File: src/rtl/nvs_pkg.sv
package nvs_pkg;

  typedef enum logic [2:0] {
    ST_PWRDN  = 3'd0,
    ST_RECALL = 3'd1,
    ST_IDLE   = 3'd2,
    ST_SETTLE = 3'd3,
    ST_STORE  = 3'd4,
    ST_LOCK   = 3'd5
  } nvs_state_e;

  typedef enum logic [1:0] {
    SRC_SW = 2'd0,
    SRC_HW = 2'd1,
    SRC_PF = 2'd2
  } nvs_src_e;

endpackage

File: src/rtl/nvs_access.sv
module nvs_access (
  input  logic clk,
  input  logic rst_n,
  input  logic ce_n,
  input  logic oe_n,
  input  logic we_n,
  input  logic busy_in,
  input  logic acc_open,
  input  logic acc_settle,
  output logic rd_ok,
  output logic wr_ok
);

  logic wr_prev_q;
  logic cyc_wr;
  logic cyc_rd;

  assign cyc_wr = !ce_n && !we_n;
  assign cyc_rd = !ce_n && !oe_n && we_n;

  always_comb begin
    wr_ok = cyc_wr && ((acc_open && busy_in) ||
                       ((acc_open || acc_settle) && wr_prev_q));
    rd_ok = cyc_rd && ((acc_open && busy_in) || acc_settle);
  end

  always_ff @(posedge clk or negedge rst_n) begin
    if (!rst_n) wr_prev_q <= 1'b0;
    else        wr_prev_q <= wr_ok;
  end

  AST_SETTLE_NO_NEW_WRITE: assert property (@(posedge clk) disable iff (!rst_n)
    (acc_settle && !$past(wr_ok)) |-> !wr_ok);

  AST_WRITE_NEEDS_LINE: assert property (@(posedge clk) disable iff (!rst_n)
    (wr_ok && !busy_in) |-> $past(wr_ok));

endmodule

File: src/rtl/nvs_mem.sv
module nvs_mem #(
  parameter int AW = 4,
  parameter int DW = 8
) (
  input  logic          clk,
  input  logic          rst_n,
  input  logic          wr_en,
  input  logic [AW-1:0] addr,
  input  logic [DW-1:0] wdata,
  input  logic          rd_en,
  output logic [DW-1:0] rdata,
  output logic          rdata_vld,
  input  logic          st_we,
  input  logic          rc_we,
  input  logic [AW-1:0] xfer_idx
);

  localparam int DEPTH = 1 << AW;

  logic [DEPTH-1:0][DW-1:0] sram_rd;

  // One working word and its shadow per address; transfers and host writes
  // never share a clock, so each word sees a single writer per cycle.
  for (genvar w = 0; w < DEPTH; w++) begin : g_word
    logic [DW-1:0] work_q;
    logic [DW-1:0] shadow_q;
    logic          host_hit;
    logic          xfer_hit;

    assign host_hit   = wr_en && (addr == AW'(w));
    assign xfer_hit   = (xfer_idx == AW'(w));
    assign sram_rd[w] = work_q;

    always_ff @(posedge clk) begin
      if (rc_we && xfer_hit)  work_q <= shadow_q;
      else if (host_hit)      work_q <= wdata;
    end

    always_ff @(posedge clk) begin
      if (st_we && xfer_hit) shadow_q <= work_q;
    end
  end

  always_ff @(posedge clk or negedge rst_n) begin
    if (!rst_n) begin
      rdata     <= '0;
      rdata_vld <= 1'b0;
    end else begin
      rdata_vld <= rd_en;
      if (rd_en) rdata <= sram_rd[addr];
    end
  end

endmodule

File: src/rtl/nvs_ctrl.sv
module nvs_ctrl
  import nvs_pkg::*;
#(
  parameter int AW         = 4,
  parameter int DELAY_CYC  = 6,
  parameter int RECALL_CYC = 24
) (
  input  logic          clk,
  input  logic          rst_n,
  input  logic          pwr_ok,
  input  logic          busy_in,
  input  logic          sw_store,
  input  logic          wr_ok,
  input  logic          rd_ok,
  output logic          acc_open,
  output logic          acc_settle,
  output logic          st_we,
  output logic          rc_we,
  output logic [AW-1:0] xfer_idx,
  output logic          busy_drv,
  output logic          store_done,
  output logic          recall_done
);

  localparam int DEPTH = 1 << AW;
  localparam int MAX_A = (DEPTH > DELAY_CYC) ? DEPTH : DELAY_CYC;
  localparam int MAXC  = (MAX_A > RECALL_CYC) ? MAX_A : RECALL_CYC;
  localparam int CW    = $clog2(MAXC + 1);

  nvs_state_e    state_q, state_d;
  nvs_src_e      src_q, src_d;
  logic [CW-1:0] cnt_q, cnt_d;
  logic          dirty_q, dirty_d;
  logic          sdone_d, rdone_d;
  logic          dirty_now;
  logic          last_st, last_rc, last_set;

  assign last_st   = (cnt_q == CW'(DEPTH - 1));
  assign last_rc   = (cnt_q == CW'(RECALL_CYC - 1));
  assign last_set  = (cnt_q == CW'(DELAY_CYC - 1));
  assign dirty_now = dirty_q || wr_ok;

  always_comb begin
    state_d = state_q;
    src_d   = src_q;
    dirty_d = dirty_now;
    case (state_q)
      ST_PWRDN: begin
        if (pwr_ok) state_d = ST_RECALL;
      end
      ST_RECALL: begin
        if (last_rc) begin
          dirty_d = 1'b0;
          state_d = pwr_ok ? ST_IDLE : ST_PWRDN;
        end
      end
      ST_IDLE: begin
        if (!pwr_ok) begin
          src_d   = SRC_PF;
          state_d = dirty_now ? ST_STORE : ST_PWRDN;
        end else if (!busy_in) begin
          src_d   = SRC_HW;
          state_d = ST_SETTLE;
        end else if (sw_store) begin
          src_d   = SRC_SW;
          state_d = ST_STORE;
        end
      end
      ST_SETTLE: begin
        if (last_set) state_d = dirty_now ? ST_STORE : ST_LOCK;
      end
      ST_STORE: begin
        if (last_st) begin
          dirty_d = 1'b0;
          if (src_q == SRC_PF || !pwr_ok) state_d = ST_PWRDN;
          else if (src_q == SRC_HW)       state_d = ST_LOCK;
          else                            state_d = ST_IDLE;
        end
      end
      ST_LOCK: begin
        if (!pwr_ok)      state_d = ST_PWRDN;
        else if (busy_in) state_d = ST_IDLE;
      end
      default: state_d = ST_PWRDN;
    endcase
    cnt_d   = (state_d != state_q) ? '0 : cnt_q + CW'(1);
    sdone_d = (state_q == ST_STORE) && last_st;
    rdone_d = (state_q == ST_RECALL) && last_rc;
  end

  always_ff @(posedge clk or negedge rst_n) begin
    if (!rst_n) begin
      state_q     <= ST_PWRDN;
      src_q       <= SRC_SW;
      cnt_q       <= '0;
      dirty_q     <= 1'b0;
      store_done  <= 1'b0;
      recall_done <= 1'b0;
    end else begin
      state_q     <= state_d;
      src_q       <= src_d;
      cnt_q       <= cnt_d;
      dirty_q     <= dirty_d;
      store_done  <= sdone_d;
      recall_done <= rdone_d;
    end
  end

  assign acc_open   = (state_q == ST_IDLE);
  assign acc_settle = (state_q == ST_SETTLE);
  assign st_we      = (state_q == ST_STORE);
  assign rc_we      = (state_q == ST_RECALL) && (cnt_q < CW'(DEPTH));
  assign xfer_idx   = cnt_q[AW-1:0];
  assign busy_drv   = (state_q == ST_STORE);

  AST_NO_WRITE_BLOCKED: assert property (@(posedge clk) disable iff (!rst_n)
    (state_q inside {ST_STORE, ST_RECALL, ST_PWRDN, ST_LOCK}) |-> !wr_ok);

  AST_NO_READ_BLOCKED: assert property (@(posedge clk) disable iff (!rst_n)
    (state_q inside {ST_STORE, ST_RECALL, ST_PWRDN, ST_LOCK}) |-> !rd_ok);

  AST_STORE_NEEDS_DIRTY: assert property (@(posedge clk) disable iff (!rst_n)
    ($rose(busy_drv) && src_q != SRC_SW) |-> dirty_q);

  AST_DIRTY_CLEARED: assert property (@(posedge clk) disable iff (!rst_n)
    (store_done || recall_done) |-> !dirty_q);

  AST_LOCK_HOLDS: assert property (@(posedge clk) disable iff (!rst_n)
    (state_q == ST_LOCK && !busy_in && pwr_ok) |=> (state_q == ST_LOCK));

endmodule

File: src/rtl/nvsram_seq.sv
module nvsram_seq #(
  parameter int AW         = 4,
  parameter int DW         = 8,
  parameter int DELAY_CYC  = 6,
  parameter int RECALL_CYC = 24
) (
  input  logic          clk,
  input  logic          rst_n,
  input  logic          pwr_ok,
  input  logic          ce_n,
  input  logic          oe_n,
  input  logic          we_n,
  input  logic [AW-1:0] addr,
  input  logic [DW-1:0] wdata,
  output logic [DW-1:0] rdata,
  output logic          rdata_vld,
  input  logic          busy_in,
  output logic          busy_drv,
  input  logic          sw_store,
  output logic          store_done,
  output logic          recall_done
);

  logic          rst_meta, rst_sn;
  logic          acc_open, acc_settle;
  logic          rd_ok, wr_ok;
  logic          st_we, rc_we;
  logic [AW-1:0] xfer_idx;

  always_ff @(posedge clk or negedge rst_n) begin
    if (!rst_n) begin
      rst_meta <= 1'b0;
      rst_sn   <= 1'b0;
    end else begin
      rst_meta <= 1'b1;
      rst_sn   <= rst_meta;
    end
  end

  nvs_access u_access (
    .clk       (clk),
    .rst_n     (rst_sn),
    .ce_n      (ce_n),
    .oe_n      (oe_n),
    .we_n      (we_n),
    .busy_in   (busy_in),
    .acc_open  (acc_open),
    .acc_settle(acc_settle),
    .rd_ok     (rd_ok),
    .wr_ok     (wr_ok)
  );

  nvs_ctrl #(
    .AW        (AW),
    .DELAY_CYC (DELAY_CYC),
    .RECALL_CYC(RECALL_CYC)
  ) u_ctrl (
    .clk        (clk),
    .rst_n      (rst_sn),
    .pwr_ok     (pwr_ok),
    .busy_in    (busy_in),
    .sw_store   (sw_store),
    .wr_ok      (wr_ok),
    .rd_ok      (rd_ok),
    .acc_open   (acc_open),
    .acc_settle (acc_settle),
    .st_we      (st_we),
    .rc_we      (rc_we),
    .xfer_idx   (xfer_idx),
    .busy_drv   (busy_drv),
    .store_done (store_done),
    .recall_done(recall_done)
  );

  nvs_mem #(
    .AW(AW),
    .DW(DW)
  ) u_mem (
    .clk      (clk),
    .rst_n    (rst_sn),
    .wr_en    (wr_ok),
    .addr     (addr),
    .wdata    (wdata),
    .rd_en    (rd_ok),
    .rdata    (rdata),
    .rdata_vld(rdata_vld),
    .st_we    (st_we),
    .rc_we    (rc_we),
    .xfer_idx (xfer_idx)
  );

  AST_READ_DECODE: assert property (@(posedge clk) disable iff (!rst_sn)
    rdata_vld |-> $past(!ce_n && !oe_n && we_n));

  AST_DONE_AFTER_BUSY: assert property (@(posedge clk) disable iff (!rst_sn)
    store_done |-> ($past(busy_drv) && !busy_drv));

  AST_STORE_DONE_PULSE: assert property (@(posedge clk) disable iff (!rst_sn)
    store_done |=> !store_done);

  AST_RECALL_DONE_PULSE: assert property (@(posedge clk) disable iff (!rst_sn)
    recall_done |=> !recall_done);

endmodule

File: config.mk
export PLATFORM = sky130hd
export DESIGN_NAME = nvsram_seq
export DESIGN_NICKNAME = d
export VERILOG_FILES = /design/src/rtl/nvs_pkg.sv /design/src/rtl/nvs_access.sv /design/src/rtl/nvs_mem.sv /design/src/rtl/nvs_ctrl.sv /design/src/rtl/nvsram_seq.sv
export SDC_FILE = /design/constraint.sdc
export NUM_CORES = 1
export LEC_CHECK = 0
export ABC_AREA = 0
export CORE_UTILIZATION = 57
export DETAILED_ROUTE_END_ITERATION = 8
export DONT_BUFFER_PORTS = 1
export HOLD_SLACK_MARGIN = 0.12
export PLACE_DENSITY_LB_ADDON = 0.15
export SLEW_MARGIN = 20
export SYNTH_ARGS = -nofsm -noshare
export SYNTH_HDL_FRONTEND = slang
export SYNTH_HIERARCHICAL = 1
export SYNTH_SLANG_ARGS = --single-unit
export TNS_END_PERCENT = 1
File: constraint.sdc
create_clock -name clk -period 1 [get_ports clk]
set_input_delay 0.1 -clock clk [delete_from_list [all_inputs] [get_ports clk]]
set_output_delay 0.1 -clock clk [all_outputs]
set_load 0.005 [all_outputs]
==> results.yml, run 1 <==
floorplan:
  initial_core_util_pct: 57.9
  rows: 53
  io_pins: 32
  die_y_um: 148
  coreArea_um2: 21000
  die_area_um2: 21900
  die_x_um: 148
layout:
  area_growth_pct: 22.2
  nNetsFinal: 896
  drive_above_1_share_pct: 42.7
  diodes: 0
  instances_no_fill: 1169
  stdcell_area_um2: 14800
  fill_cells: 1355
  finish.utilization_pct: 70.7
timing:
  finalHoldViolCount: 12
  slew_viol_final: 0
  max_clock_freq_ghz: 0.422
  final.setup.tns_ns: -441.30
  period_share_pct: 237
  hold_ws_ns: -0.272
  slew_headroom_pct: 21.3
  finalCriticalPeriod_ns: 2.37
  grt_setup_unrepaired: "yes"
  finClkSkew_ns: 0.0252
  fin_ws_ns: -1.37
  worst_slew_pin_slew_ns: 1.18
  final-setup-viol-count: 419
clock_tree:
  clock_latency_ns: 0.56
  cts_tree: "yes"
  clkTransAtPathRegs_ns: 0.06
  cts_buffers: 29
  cts_root_buf: "clkbuf_16"
  cts.sinks: 281
  cts_buffer_depth: 3
  htree_levels: 1
worst_setup_path:
  crit_required_ns: 1.25
  worstPathMaxFanout: 8
  worstPathArrival_ns: 2.62
  reg2reg_depth: 9
  start_kind: "flop"
  crit_path_end_kind: "flop"
  worstSetupPathType: "flop to flop"
synth:
  synth_warnings: 6
  synth_enable_flop_cells: 256
  synthCells: 727
  synth_flop_cell: "edfxtp_1"
  syn_avg_cell_area_um2: 16.7
  synth_area_um2: 12100
  seq_area_frac_synth_pct: 68.5
  async_reset_ff_share_pct: 8.90
  synth.distinct_cells: 63
  synth_seq_cells: 281
  syn_nets: 750
detailed_routing:
  drt_wl_total_mm: 30.2
  drt_pass1_iterations: 5
  antenna_left: 0
  drc: 0
  viasPerCell: 6.22
  routedWlPerCell_um: 25.8
  vias: 7272
  drt_iter0_markers: 807
outcome:
  run_status: "finished, violations left"
  violations: "negative hold slack, negative setup slack"
placement:
  place.gp.congestion: 0.918
  place.port_buffers: 0
  dp_hpwl_mm: 19.6
  dp_cells: 1093
  place_area_um2: 13400
power:
  power.leakage_nw: 5.26
  p_per_area_nw_per_um2: 2290
  ir_drop_mv: 1.71
global_route:
  grt_usage_pct: 28.6
  grt_pass1_vias: 7590
  grt_pass1_wl_mm: 46.0
  grt_start_max_net_pins: 49
  antenna_found_initial: 0
  gr-total-overflow: 0
job:
  cap_violations: 0
worst_hold_path:
  hold_path_class: "primary input to flop"
  holdPathStages: 2
[logic make-up (layout without fill, tap and decap cells)]
family	after synthesis	count (layout)	share of synthesized area, %
AO/OA/AOI/OAI	80	80	4.71
buffers and inverters	52	219	2.21
multiplexers	184	184	17.3
other	1	1	0.0309
AND/OR/NAND/NOR	123	123	6.67
flip-flops	281	281	68.5
adder cells (fa/ha/maj)	3	3	0.309
XOR/XNOR	3	3	0.217
[sequential cells by signal, summed over array words and instances, names as in the netlist, 2 cells and up]
name and count:
u_mem/rdata 8, u_mem/g_word.work_q 128, u_mem/g_word.shadow_q 128, u_ctrl/src_q 2, u_ctrl/state_q 3, u_ctrl/cnt_q 5
[power by group]
group / internal (mW) / leakage (nW) / switching [mW] / total [mW]
clock network: 5.69 / 0.436 / 4.41 / 10.1
registers: 14.5 / 2.63 / 0.829 / 15.3
logic: 4.18 / 2.19 / 4.36 / 8.54
[metal layers]
layer | GRT usage (%) | vias to the layer above | part of all wire (%)
li1 | - | 3146 | -
met1 | 39.7 | 3729 | 42
met2 | 45.7 | 313 | 48
met3 | 5.12 | 84 | 6.8
met4 | 10.0 | 0 | 3.6
met5 | 0 | - | 0
[per-stage QoR]
step                      worst slack [ns]  power [mW]
after floorplan                      -1.39        20.1
after global placement               -1.38        22.7
after detailed placement             -1.44        23.0
after CTS                            -1.35        33.8
after global routing                 -1.41        35.1
final                                -1.37        34.0
[cells in the mapped netlist (all sizes together) (2+ instances only)]
library cell,n,share of area (%)
o21bai,2,0.12
or3b,5,0.36
nand3,10,0.45
a2bb2oi,4,0.29
nor2,51,2.3
o22ai,25,1.3
ha,3,0.31
nand2,15,0.46
nand3b,13,1.1
o2bb2ai,2,0.14
nor2b,4,0.21
mux2,128,12
or2,2,0.10
xor2,2,0.14
inv,8,0.25
edfxtp,256,63
mux4,8,1.5
dfrtp,25,5.2
clkbuf,14,0.43
nand4b,2,0.27
nand4bb,3,0.28
nor3,3,0.12
o211ai,2,0.12
buf,30,1.5
mux2i,48,4.0
a2111oi,2,0.15
a32oi,2,0.14
nand2b,5,0.26
o21ai,16,0.66
o32ai,5,0.52
a31oi,9,0.46
and3,3,0.15
a221oi,4,0.29
[cell usage in the layout, fill, tap and decap left out, drive strengths merged, types with 3 or more instances in the layout]
cell         instances
nand2b               5
a31oi                9
ha                   3
or3b                 5
mux2i               48
nand4bb              3
nor2b                4
o32ai                5
dfrtp               25
a221oi               4
inv                 10
clkinv               8
clkbuf              42
edfxtp             256
nand3               10
o22ai               25
buf                144
nand2               15
o21ai               16
mux2               128
nor3                 3
nand3b              13
a2bb2oi              4
mux4                 8
nor2                51
dlygate4sd3         15
and3                 3
[cell type report]
cell class	instances	area (µm²)	area share, %
Sequential cell	281	8310	56.1
Multi-Input combinational cell	394	3850	26.0
Timing Repair Buffer	159	1400	9.47
Clock buffer	42	825	5.56
Tap cell	275	344	2.32
Clock inverter	10	53.8	0.363
Inverter	8	35.0	0.236
[worst paths after layout]
check / startpoint / endpoint / slack [ns]
max: u_ctrl/state_q[2]$_DFF_PN0_ / u_mem/g_word[5].work_q[2]$_DFFE_PP_ / -1.37
min: addr[2] / u_mem/rdata[0]$_DFFE_PN0P_ / -0.27
max reg2reg: u_ctrl/state_q[2]$_DFF_PN0_ / u_mem/g_word[5].work_q[2]$_DFFE_PP_ / -1.37
min reg2reg: rst_sn$_DFF_PN0_ / u_mem/rdata[3]$_DFFE_PN0P_ / 0.24
max in group asynchronous: rst_sn$_DFF_PN0_ / u_mem/rdata[6]$_DFFE_PN0P_ / 0.49
min in group asynchronous: rst_sn$_DFF_PN0_ / u_mem/rdata[3]$_DFFE_PN0P_ / 0.24
[worst max-delay path: stages (launching register included)]
cell	delay [ns]
dfrtp_1	0.41
or3b_4	0.41
inv_4	0.06
o21ai_2	0.05
a211oi_2	0.18
buf_4	0.17
buf_4	0.13
nand3b_1	0.21
o22ai_1	0.23
buf_4	0.22
[timing repair]
item	4_1_cts	5_1_grt
hold buffers	15	1
setup buffers	6	2
gates resized for setup	44	26
pin swaps	19	5
setup endpoints to repair	419	419
cloned	0	0
hold endpoints to repair	190	55
Power figures use the tool's default switching activity.
==> inputs of run 2 (changes only) <==
BUFFER_PORTS_ARGS = -buffer_cell sky130_fd_sc_hd__buf_2   (was not set)
CORE_MARGIN = 2   (was not set)
CORE_UTILIZATION = 56   (was 57)
DONT_BUFFER_PORTS = not set   (was 1)
PLACE_DENSITY = 0.76   (was not set)
PLACE_DENSITY_LB_ADDON = not set   (was 0.15)
==> run 2 against run 1 <==
  * The flow still finishes with violations (negative hold slack, negative setup slack)
  * Sequential share of layout area down 1.5 points
  * Fmax up 3.6%
  * Via count up 4.1%
  * Clock skew down 0.0090 ns
  * Die area up 4.5%
  * Utilization up 1.3 points
  * Design area up 2.8%
  * Critical path depth down 1
  * Hold slack better by 0.12 ns
  * Register-to-register slack better by 0.08 ns
  * Cell count up 4.6%
  * Global-route usage down 0.76 points
  * Highest routed layer unchanged
==> results.yml, run 2 (synthesis results as in run 1) <==
outcome:
  run_status: "finished, violations left"
  violations: "negative hold slack, negative setup slack"
timing:
  finalCriticalPeriod_ns: 2.29
  max_clock_freq_ghz: 0.437
  finClkSkew_ns: 0.0162
  worst_slew_pin_slew_ns: 0.635
  period_share_pct: 229
  slew_headroom_pct: 56.5
  grt_setup_unrepaired: "yes"
  slew_viol_final: 0
  finalHoldViolCount: 1
  final-setup-viol-count: 419
  fin_ws_ns: -1.29
  hold_ws_ns: -0.154
clock_tree:
  cts_hold_buf: 8
  clkTransAtPathRegs_ns: 0.06
  cts.sinks: 281
  htree_levels: 1
  cts_buffers: 28
  cts_tree: "yes"
  cts_buffer_depth: 3
  clock_latency_ns: 0.54
  cts_root_buf: "clkbuf_16"
detailed_routing:
  highest_layer: "met4"
  drt_wl_total_mm: 31.0
  vias: 7568
  drc: 0
  routedWlPerCell_um: 25.3
  drt_pass1_iterations: 5
  wl_met2_mm: 15.1
  antenna_left: 0
  routed-wl-met3_mm: 2.30
  viasPerCell: 6.19
  wirelength_met1_mm: 12.4
  drt_iter0_markers: 871
worst_hold_path:
  hold_path_class: "primary input to flop"
layout:
  fill_cells: 1263
  reg_top3: "u_mem/g_word.shadow_q (128), u_mem/g_word.work_q (128), u_mem/rdata (8)"
  mostFrequentLayoutCell: "edfxtp_1"
  area_growth_pct: 25.6
  diodes: 0
  stdcell_area_um2: 15200
  drive_above_1_share_pct: 47.3
  instances_no_fill: 1223
  final_cell_mix: "256 x edfxtp_1, 140 x buf_4, 119 x mux2_2"
  nNetsFinal: 949
worst_setup_path:
  r2r-end: "u_mem/g_word[6].work_q[3]$_DFFE_PP_"
  reg2reg_depth: 8
  r2r_setup_slack_ns: -1.29
  crit_path_cell_trace: "or3b_4 -> inv_4 -> o21ai_2 -> a211oi_2 -> buf_4 -> nand3b_1 -> o22ai_1 -> buf_4"
  crit_required_ns: 1.24
  worstSetupPathType: "flop to flop"
  cp-startpoint: "u_ctrl/state_q[0]$_DFF_PN0_"
  worstPathMaxFanout: 8
  cp_common_cell: "buf_4"
  start_kind: "flop"
  crit_path_end_kind: "flop"
  rr_startpoint: "u_ctrl/state_q[0]$_DFF_PN0_"
  critical-path-slowest-cell: "or3b_4"
  slowest_delay_ns: 0.43
  crit_path_end: "u_mem/g_word[6].work_q[3]$_DFFE_PP_"
  worstPathArrival_ns: 2.53
placement:
  dp_hpwl_mm: 20.0
  place_area_um2: 13900
  place.port_buffers: 31
  place.gp.congestion: 0.898
  dp_cells: 1156
power:
  power.leakage_nw: 5.54
  clkPwrFrac_pct: 30.7
  switching_share_pct: 27.9
  p_int_mw: 24.9
  p_comb_share_pct: 24.9
  p_sw_mw: 9.64
  p_seq_share_pct: 44.3
  ir_drop_mv: 1.75
  p_per_area_nw_per_um2: 2270
floorplan:
  die_y_um: 151
  rows: 53
  initial_core_util_pct: 57.3
  die_x_um: 151
  die_area_um2: 22900
  coreArea_um2: 21200
  io_pins: 32
global_route:
  grt_pass1_wl_mm: 46.4
  grt_usage_pct: 27.8
  antenna_found_initial: 0
  gr-total-overflow: 0
  grt_pass1_vias: 7787
  grt_start_max_net_pins: 27
job:
  cap_violations: 0
==> run 2: changes by cell type in the layout (fill, tap and decap cells not counted), sizes merged <==
cell,before,now
dlygate4sd3,15,8
bufinv,0,3
clkinvlp,0,2
clkbuf,42,38
inv,10,8
clkinv,8,9
buf,144,205
==> run 2: worst min-delay path by stage <==
| stage | slack [ns] | from | end | depth (start not counted) |
|---|---|---|---|---|
| detailed placement | -0.11 | rst_n | rst_meta$_DFF_PN0_ | 1 |
| floorplan | -0.20 | rst_n | rst_meta$_DFF_PN0_ | 0 |
| CTS | -0.16 | oe_n | u_mem/rdata_vld$_DFF_PN0_ | 3 |
| global placement | -0.11 | rst_n | rst_meta$_DFF_PN0_ | 1 |
| global route | -0.14 | oe_n | u_mem/rdata_vld$_DFF_PN0_ | 3 |
| finish | -0.15 | oe_n | u_mem/rdata_vld$_DFF_PN0_ | 3 |
==> run 2: worst max-delay path, delay by kind of cell, from the launching register on <==
kind            cells  cell delay [ns]
buf+inv             3             0.48
simple gates        2             0.68
compound gates      3             0.46
flops               1             0.39
==> run 2: layer usage <==
layer  track usage [%]  vias to the layer above
met5                 0                        -
met4              9.77                        0
met3              4.01                       78
met2              45.8                      398
met1              38.2                     3829
li1                  -                     3263
==> run 2: per-stage QoR <==
step           utilization [%]  setup slack [ns]  setup TNS, ns  power [mW]
2_1_floorplan                -             -1.39        -477.37        20.1
3_3_place_gp              65.6             -1.27        -446.43        23.0
3_5_place_dp              65.6             -1.29        -463.63        23.4
4_1_cts                   71.2             -1.24        -423.89        34.3
5_1_grt                   72.0             -1.37        -465.68        35.6
6_report                  72.0             -1.29        -432.16        34.6
==> run 2: power groups by stage <==
| stage | registers, mW | clock network, mW | logic, mW |
|---|---|---|---|
| after detailed placement | 15.5 | 0 | 7.94 |
| after floorplan | 15.2 | 0 | 4.93 |
| after CTS | 15.3 | 10.7 | 8.25 |
| after global placement | 15.4 | 0 | 7.63 |
| after global routing | 15.4 | 11.2 | 9.06 |
| final | 15.3 | 10.6 | 8.62 |
==> run 2: final cells by class <==
| cell class | instances | area, µm² | share of cell area, % |
|---|---|---|---|
| Clock buffer | 38 | 790 | 5.18 |
| Clock inverter | 14 | 145 | 0.953 |
| Inverter | 8 | 32.5 | 0.214 |
| Multi-Input combinational cell | 394 | 3810 | 25.0 |
| Sequential cell | 281 | 8310 | 54.6 |
| Tap cell | 275 | 344 | 2.26 |
| Timing Repair Buffer | 213 | 1800 | 11.8 |
==> run 2: what timing repair did <==
| action | in CTS | in global routing |
|---|---|---|
| setup buffers | 3 | 4 |
| gates resized for setup | 39 | 36 |
| setup endpoints to repair | 419 | 419 |
| pin swaps | 13 | 12 |
| hold endpoints to repair | 28 | 7 |
==> inputs of run 3 (changes only) <==
GPL_TIMING_DRIVEN = 0   (was not set)
==> run 3 against run 2 <==
  * The flow still finishes with violations (negative hold slack, negative setup slack)
  * Worst setup slack got worse by 0.28 ns
  * Sequential power barely moved
  * Clock skew rose by 0.0028 ns
  * Cell count fell by 8.7%
==> results.yml, run 3 (synthesis results as in run 1) <==
job:
  cap_violations: 0
layout:
  instances_no_fill: 1116
  fill_cells: 1366
  drive_above_1_share_pct: 40.1
  nNetsFinal: 843
  mostFrequentLayoutCell: "edfxtp_1"
  diodes: 0
  area_growth_pct: 19.1
  finish.utilization_pct: 68.3
  reg_top3: "u_mem/g_word.shadow_q (128), u_mem/g_word.work_q (128), u_mem/rdata (8)"
  final_cell_mix: "256 x edfxtp_1, 127 x mux2_2, 48 x mux2i_1"
detailed_routing:
  drt_wl_total_mm: 31.4
  antenna_left: 0
  drt_iter0_markers: 983
  drt_pass1_iterations: 7
  vias: 7304
  viasPerCell: 6.54
  drc: 0
  routedWlPerCell_um: 28.1
clock_tree:
  htree_levels: 1
  cts.sinks: 281
  cts_buffers: 28
  cts_root_buf: "clkbuf_16"
  cts_hold_buf: 13
  clock_latency_ns: 0.55
  cts_tree: "yes"
  cts_buffer_depth: 3
  clkTransAtPathRegs_ns: 0.06
floorplan:
  die_x_um: 151
  rows: 53
  die_area_um2: 22900
  die_y_um: 151
  coreArea_um2: 21200
  initial_core_util_pct: 57.3
  io_pins: 32
timing:
  period_share_pct: 257
  final-setup-viol-count: 419
  finalCriticalPeriod_ns: 2.57
  worst_slew_pin_slew_ns: 1.04
  fin_ws_ns: -1.57
  finalHoldViolCount: 2
  max_clock_freq_ghz: 0.389
  grt_setup_unrepaired: "yes"
  slew_headroom_pct: 31.0
  slew_viol_final: 0
  hold_ws_ns: -0.252
  finClkSkew_ns: 0.0190
placement:
  dp_hpwl_mm: 20.2
  place.port_buffers: 30
  dp_cells: 1032
  place.gp.congestion: 0.972
worst_setup_path:
  crit_required_ns: 1.25
  worstPathArrival_ns: 2.82
  r2r_setup_slack_ns: -1.57
  start_kind: "flop"
  rr_startpoint: "u_ctrl/state_q[0]$_DFF_PN0_"
  worstPathMaxFanout: 8
  crit_path_end_kind: "flop"
  r2r-end: "u_mem/g_word[0].work_q[1]$_DFFE_PP_"
  worstSetupPathType: "flop to flop"
  reg2reg_depth: 8
outcome:
  violations: "negative hold slack, negative setup slack"
  run_status: "finished, violations left"
power:
  switching_share_pct: 29.3
  p_comb_share_pct: 23.6
  p_seq_share_pct: 45.4
  p_int_mw: 23.9
  power_mw: 33.8
  ir_drop_mv: 1.40
  p_sw_mw: 9.91
  power.leakage_nw: 4.87
  clkPwrFrac_pct: 31.0
  p_per_area_nw_per_um2: 2340
global_route:
  grt_pass1_wl_mm: 46.6
  gr-total-overflow: 0
  grt_start_max_net_pins: 24
  antenna_found_initial: 0
  grt_usage_pct: 28.1
  grt_pass1_vias: 7359
worst_hold_path:
  hold_end: "u_mem/rdata_vld$_DFF_PN0_"
  worstHoldStart: "oe_n"
  holdPathStages: 2
  hold_path_class: "primary input to flop"
run 3: layout make-up:
| cell class | count | area [µm²] | share of cell area, % |
|---|---|---|---|
| Clock inverter | 16 | 140 | 0.970 |
| Multi-Input combinational cell | 394 | 4010 | 27.8 |
| Buffer | 44 | 272 | 1.88 |
| Sequential cell | 281 | 8320 | 57.6 |
| Inverter | 8 | 37.5 | 0.260 |
| Tap cell | 275 | 344 | 2.38 |
| Timing Repair Buffer | 63 | 542 | 3.75 |
| Clock buffer | 35 | 779 | 5.40 |
run 3: critical path: stages, from the launching register on:
cell,delay (ns)
dfrtp_2,0.42
or3b_1,0.39
buf_6,0.14
inv_6,0.06
o21ai_4,0.06
a211oi_4,0.38
or3b_4,0.51
o21ai_4,0.17
buf_12,0.15
run 3: per-stage QoR:
step / hold WS, ns / area, µm² / worst slack (ns) / setup TNS (ns)
2_1_floorplan: -0.196 / 12200 / -1.39 / -477.37
3_3_place_gp: -0.112 / 12700 / -2.12 / -700.45
3_5_place_dp: -0.111 / 12700 / -2.16 / -712.95
4_1_cts: -0.273 / 14300 / -1.52 / -546.26
5_1_grt: -0.261 / 14400 / -1.63 / -571.79
6_report: -0.252 / 14400 / -1.57 / -543.20
run 3: how the worst max path moves through the flow:
stage	slack [ns]	startpoint	to
floorplan	-1.39	u_ctrl/state_q[2]$_DFF_PN0_	u_mem/g_word[0].work_q[0]$_DFFE_PP_
global placement	-2.12	u_ctrl/state_q[2]$_DFF_PN0_	u_mem/g_word[13].work_q[2]$_DFFE_PP_
detailed placement	-2.16	u_ctrl/state_q[2]$_DFF_PN0_	u_mem/g_word[13].work_q[3]$_DFFE_PP_
CTS	-1.52	u_ctrl/state_q[0]$_DFF_PN0_	u_mem/g_word[0].work_q[1]$_DFFE_PP_
global route	-1.63	u_ctrl/state_q[2]$_DFF_PN0_	u_mem/g_word[8].work_q[6]$_DFFE_PP_
finish	-1.57	u_ctrl/state_q[0]$_DFF_PN0_	u_mem/g_word[0].work_q[1]$_DFFE_PP_
run 3: power by group through the flow:
stage          clock [mW]  sequential [mW]  combinational [mW]
2_1_floorplan           0             15.2                4.93
3_3_place_gp            0             15.4                6.39
6_report             10.5             15.3                7.98
5_1_grt              11.1             15.4                8.37
3_5_place_dp            0             15.5                6.60
4_1_cts              10.6             15.3                7.70
run 3: metal layers:
metal / track usage (%) / share of wire [%] / vias to the layer above
li1: - / - / 3056
met1: 40.6 / 41 / 3727
met2: 43.7 / 46 / 422
met3: 5.06 / 8.8 / 99
met4: 9.44 / 3.9 / 0
met5: 0 / 0 / -
run 3: timing repair:
| item | 4_1_cts | 5_1_grt |
|---|---|---|
| endpoints found under the setup margin | 442 | 419 |
| pin swaps | 17 | 16 |
| endpoints found under the hold margin | 62 | 8 |
| setup buffers | 17 | 3 |
| resized for setup | 74 | 27 |
